<file path="src/rtl/fp_mult_pkg.sv">
package fp_mult_pkg;
  // control-to-datapath strobes
  typedef struct packed {
    logic capture;
  } fpmStrobes_t;
endpackage

</file>
<file path="src/rtl/fp_mult_ctrl.sv">
module fp_mult_ctrl
  import fp_mult_pkg::*;
(
  input  logic        clk,
  input  logic        rstN,
  input  logic        inValid,
  output logic        inReady,
  input  logic        outReady,
  output logic        outValid,
  output fpmStrobes_t strobes
);
  logic validReg;
  logic accept;

  assign inReady = !validReg || outReady;
  assign accept  = inValid && inReady;
  assign strobes.capture = accept;
  assign outValid = validReg;

  always_ff @(posedge clk or negedge rstN) begin
    if (!rstN)              validReg <= 1'b0;
    else if (accept)        validReg <= 1'b1;
    else if (outReady)      validReg <= 1'b0;
  end


  accept_to_valid_chk: assert property (@(posedge clk) disable iff (!rstN)
    (inValid && inReady) |=> outValid);


  hold_valid_chk: assert property (@(posedge clk) disable iff (!rstN)
    (outValid && !outReady) |=> outValid);
endmodule

</file>
<file path="src/rtl/fp_mult_datapath.sv">
module fp_mult_datapath
  import fp_mult_pkg::*;
#(
  parameter int EXP_W  = 8,
  parameter int FRAC_W = 23
) (
  input  logic                 clk,
  input  logic                 rstN,
  input  fpmStrobes_t          strobes,
  input  logic [EXP_W+FRAC_W:0] opA,
  input  logic [EXP_W+FRAC_W:0] opB,
  output logic [EXP_W+FRAC_W:0] result,
  output logic                 ovfFlag,
  output logic                 unfFlag
);
  localparam int WORD_W = 1 + EXP_W + FRAC_W;
  localparam int SIG_W  = FRAC_W + 1;
  localparam int PROD_W = 2 * SIG_W;
  localparam int EXT_W  = EXP_W + 2;
  localparam int BIAS   = (1 << (EXP_W - 1)) - 1;
  localparam int EMAX   = (1 << EXP_W) - 1;
  localparam logic signed [EXT_W-1:0] EXT_EMAX = EXT_W'(EMAX);
  localparam logic signed [EXT_W-1:0] EXT_ZERO = '0;

  logic                 signOut;
  logic [EXP_W-1:0]     expA, expB;
  logic                 zeroIn;
  logic [PROD_W-1:0]    sigA, sigB, prod;
  logic                 hiRange;
  logic [FRAC_W-1:0]    normFrac;
  logic [EXT_W-1:0]     sumU;
  logic signed [EXT_W-1:0] expSum;
  logic                 ovfNext, unfNext;
  logic [WORD_W-1:0]    resNext;

  always_comb begin
    signOut = opA[WORD_W-1] ^ opB[WORD_W-1];
    expA    = opA[WORD_W-2 -: EXP_W];
    expB    = opB[WORD_W-2 -: EXP_W];
    zeroIn  = (expA == '0) || (expB == '0);
    sigA    = PROD_W'({1'b1, opA[FRAC_W-1:0]});
    sigB    = PROD_W'({1'b1, opB[FRAC_W-1:0]});
    prod    = sigA * sigB;
    hiRange = prod[PROD_W-1];
    normFrac = hiRange ? prod[PROD_W-2 -: FRAC_W] : prod[PROD_W-3 -: FRAC_W];
    sumU    = EXT_W'(expA) + EXT_W'(expB) + EXT_W'(hiRange) - EXT_W'(BIAS);
    expSum  = $signed(sumU);
    ovfNext = !zeroIn && (expSum >= EXT_EMAX);
    unfNext = !zeroIn && (expSum <= EXT_ZERO);
    if (zeroIn || unfNext)
      resNext = {signOut, {(WORD_W-1){1'b0}}};
    else if (ovfNext)
      resNext = {signOut, {EXP_W{1'b1}}, {FRAC_W{1'b0}}};
    else
      resNext = {signOut, expSum[EXP_W-1:0], normFrac};
  end

  always_ff @(posedge clk or negedge rstN) begin
    if (!rstN) begin
      result  <= '0;
      ovfFlag <= 1'b0;
      unfFlag <= 1'b0;
    end else if (strobes.capture) begin
      result  <= resNext;
      ovfFlag <= ovfNext;
      unfFlag <= unfNext;
    end
  end


  sign_xor_chk: assert property (@(posedge clk) disable iff (!rstN)
    strobes.capture |=> result[WORD_W-1] == $past(opA[WORD_W-1] ^ opB[WORD_W-1]));


  ovf_inf_chk: assert property (@(posedge clk) disable iff (!rstN)
    ovfFlag |-> (result[WORD_W-2 -: EXP_W] == {EXP_W{1'b1}}) && (result[FRAC_W-1:0] == '0) && !unfFlag);


  unf_zero_chk: assert property (@(posedge clk) disable iff (!rstN)
    unfFlag |-> (result[WORD_W-2:0] == '0) && !ovfFlag);


  zero_in_chk: assert property (@(posedge clk) disable iff (!rstN)
    (strobes.capture && ((opA[WORD_W-2 -: EXP_W] == '0) || (opB[WORD_W-2 -: EXP_W] == '0)))
      |=> (result[WORD_W-2:0] == '0) && !ovfFlag && !unfFlag);
endmodule

</file>
<file path="src/rtl/fp_mult_core.sv">
module fp_mult_core
  import fp_mult_pkg::*;
#(
  parameter int EXP_W  = 8,
  parameter int FRAC_W = 23
) (
  input  logic                   clk,
  input  logic                   rstN,
  input  logic                   inValid,
  output logic                   inReady,
  input  logic [EXP_W+FRAC_W:0]  opA,
  input  logic [EXP_W+FRAC_W:0]  opB,
  output logic                   outValid,
  input  logic                   outReady,
  output logic [EXP_W+FRAC_W:0]  result,
  output logic                   ovfFlag,
  output logic                   unfFlag
);
  fpmStrobes_t strobes;

  fp_mult_ctrl uCtrl (
    .clk(clk), .rstN(rstN), .inValid(inValid), .inReady(inReady),
    .outReady(outReady), .outValid(outValid), .strobes(strobes)
  );

  fp_mult_datapath #(.EXP_W(EXP_W), .FRAC_W(FRAC_W)) uPath (
    .clk(clk), .rstN(rstN), .strobes(strobes), .opA(opA), .opB(opB),
    .result(result), .ovfFlag(ovfFlag), .unfFlag(unfFlag)
  );


  hold_result_chk: assert property (@(posedge clk) disable iff (!rstN)
    (outValid && !outReady) |=> $stable(result) && $stable(ovfFlag) && $stable(unfFlag));


  stall_ready_chk: assert property (@(posedge clk) disable iff (!rstN)
    (outValid && !outReady) |-> !inReady);
endmodule

</file>
<file path="config.mk">
export PLATFORM = sky130hd
export DESIGN_NAME = fp_mult_core
export DESIGN_NICKNAME = d
export VERILOG_FILES = /design/src/rtl/fp_mult_pkg.sv /design/src/rtl/fp_mult_ctrl.sv /design/src/rtl/fp_mult_datapath.sv /design/src/rtl/fp_mult_core.sv
export SDC_FILE = /design/constraint.sdc
export NUM_CORES = 1
export LEC_CHECK = 0
export ABC_AREA = 1
export BUFFER_PORTS_ARGS = -buffer_cell sky130_fd_sc_hd__buf_2
export CORE_ASPECT_RATIO = 0.5
export CORE_MARGIN = 2
export CORE_UTILIZATION = 40
export DETAILED_ROUTE_END_ITERATION = 10
export PLACE_DENSITY = 0.65
export SLEW_MARGIN = 20
export SYNTH_ARGS = -nofsm -noshare
export SYNTH_HDL_FRONTEND = slang
export SYNTH_HIERARCHICAL = 1
export SYNTH_SLANG_ARGS = --single-unit
</file>
<file path="constraint.sdc">
create_clock -name clk -period 2.2 [get_ports clk]
set_input_delay 0.22 -clock clk [delete_from_list [all_inputs] [get_ports clk]]
set_output_delay 0.22 -clock clk [all_outputs]
set_load 0.005 [all_outputs]
</file>
==> impl_metrics.py <==
metrics = {
    "die": {
        "initial_core_util_pct": 40.7,
        "die_y_um": 170,
        "die-area_sq_um": 57000,
        "pin_count": 104,
        "rows": 60,
        "fp.dieW_um": 336,
        "coreArea_sq_um": 54100,
    },
    "clock_tree": {
        "clockBufferDepth": 2,
        "clock_sinks": 35,
        "tritoncts": "built",
        "numCtsBuffers": 5,
        "cts-root-buf": "clkbuf_16",
        "clk_latency_ns": 0.28,
        "path_clk_slew_ns": 0.06,
        "cts-hold-fix-buffers": 0,
        "htree_levels": 2,
    },
    "finish": {
        "drive_gt1_share_pct": 20.2,
        "synthToLayoutAreaGrowth_pct": 24.0,
        "layout_common_cells": "887 x inv_1, 823 x nand2_1, 457 x fa_1, 351 x buf_4, 161 x ha_1",
        "antenna_cells": 0,
        "final_common_cell": "inv_1",
        "fin_nets": 4062,
        "fin_util_pct": 50.5,
    },
    "drt": {
        "drc": 0,
        "final_antenna_net_count": 0,
        "via_per_inst": 4.75,
        "drt_wl_total_mm": 61.0,
        "routedWlPerCell_um": 15.1,
        "vias": 19200,
        "drt_iter0_drc": 1258,
        "first_pass_iters": 7,
    },
    "grt": {
        "grt_antenna_before_repair": 0,
        "grt_pass1_vias": 20100,
        "track_usage_pct": 22.0,
        "grt-ovfl-total": 0,
        "grt_pass1_wl_mm": 101,
        "grt_max_degree": 37,
    },
    "timing": {
        "setup_viol": 33,
        "fmax_mhz": 134,
        "finalWorstSetupSlack_ns": -5.27,
        "worst-slew-pin-transition_ns": 0.808,
        "rsz0062_at_grt": "true",
        "finalCritPeriodShare_pct": 340,
        "whs_ns": 0.0166,
        "clock-skew-final_ns": 0.00542,
        "slew-limit-headroom_pct": 46.1,
        "slew_violations": 0,
        "min_period_ns": 7.47,
        "finalHoldViolCount": 0,
    },
    "placed_design": {
        "gp_congestion": 0.939,
        "hpwl_mm": 52.7,
        "io_buffers": 103,
        "preCtsSetupSlack_ns": -5.96,
    },
    "run_status": {
        "status": "finished, violations left",
        "violations": "negative setup slack",
    },
    "yosys": {
        "synth_edf_count": 0,
        "netlist_area_sq_um": 22000,
        "yosysUniqueCellTypes": 43,
        "synth_ff_type": "dfrtp_1",
        "yosysWarnings": 6,
        "async_flop_share_pct": 100,
        "seq_area_frac_synth_pct": 3.98,
        "ys_seq_elements": 35,
        "synth_cells": 2944,
        "syn_nets": 3678,
        "syn_area_per_cell_sq_um": 7.47,
    },
    "critical_path": {
        "cp.arrival_ns": 7.64,
        "end_kind": "register",
        "crit_path_start_kind": "input port",
        "crit_fanout": 12,
        "crit_buf_inv": 14,
        "worstPathRequired_ns": 2.36,
        "path_class": "in2reg",
        "cp_top_family": "adder cells",
        "slowest_delay_ns": 0.57,
        "crit_path_top_delay_cell": "fa_1",
    },
    "run": {
        "drv_cap": 0,
    },
    "min_path": {
        "min_path_type": "in2async",
    },
}
## cell type report
class,count,area [sq um]
clock buffer,6,139
fill,5077,26800
tap,713,892
multi-input combinational,1896,17900
timing repair buffer,477,4000
clock inverter,2,16.3
sequential,35,876
inverter,913,3430
## flip-flops by register name (all words and copies together), names as in the netlist
| signal | count |
|---|---|
| uPath/result | 32 |
| uCtrl/outValid | 1 |
| uPath/ovfFlag | 1 |
| uPath/unfFlag | 1 |
## cells in the mapped netlist, drive strengths merged (3+ instances only)
library cell | number | area (sq um)
nor2 | 94 | 378
buf | 6 | 72.6
inv | 913 | 3430
o21bai | 5 | 37.5
nor3 | 10 | 55.1
nor4 | 6 | 37.5
nand3 | 71 | 430
clkbuf | 95 | 357
xnor2 | 12 | 105
ha | 184 | 2300
fa | 482 | 9650
o21ai | 39 | 195
nand3b | 8 | 60.1
dfrtp | 35 | 876
a21oi | 65 | 352
o21a | 4 | 30.0
a21boi | 3 | 26.3
xor2 | 6 | 52.6
nand4 | 18 | 125
a21o | 6 | 45.0
nand2 | 873 | 3320
## through the flow
step / cell area, sq um / cells / TNS [ns]
2_1_floorplan: 22600 / 2944 / -163.05
3_3_place_gp: 26000 / 3997 / -191.17
3_5_place_dp: 26000 / 3997 / -192.54
4_1_cts: 26800 / 4025 / -170.27
5_1_grt: 27300 / 4042 / -182.54
6_report: 27300 / 4042 / -172.91
## layer usage
metal | up-vias | part of all wire, % | GRT usage [%]
li1 | 9079 | - | -
met1 | 9437 | 45 | 31.7
met2 | 622 | 45 | 35.0
met3 | 69 | 8.7 | 4.60
met4 | 0 | 1.4 | 3.14
met5 | - | 0 | 0
## logic make-up after synthesis
logic type | count (synthesis) | share of synthesized area (%)
compound gates | 126 | 3.25
xor+xnor | 18 | 0.717
fa+ha+maj | 666 | 54.3
buf+inv | 1014 | 17.5
flops | 35 | 3.98
simple gates | 1085 | 20.2
## final timing paths
path                                                end                         from  depth (start not counted)  slack [ns]
setup reg to reg           uPath/result[28]$_DFFE_PN0P_   uCtrl/outValid$_DFFE_PN0P_                          8        0.56
hold / removal                uPath/unfFlag$_DFFE_PN0P_                         rstN                          1        0.02
min in group clk             uCtrl/outValid$_DFFE_PN0P_                      inValid                          3        0.14
max in group asynchronous  uPath/result[10]$_DFFE_PN0P_                         rstN                          1        1.65
hold reg to reg             uPath/result[1]$_DFFE_PN0P_  uPath/result[1]$_DFFE_PN0P_                          2        0.48
setup / recovery           uPath/result[11]$_DFFE_PN0P_                      opA[17]                         46       -5.27
## repair_timing
action | in CTS | in global routing
gates cloned | 1 | 1
endpoints found under the setup margin | 33 | 33
setup buffers | 19 | 18
pin swaps | 51 | 88
gates resized for setup | 118 | 111
Power is left out: the tool's default activity adds up to more than one toggle a clock period on the data nets, which glitch-free logic cannot reach.
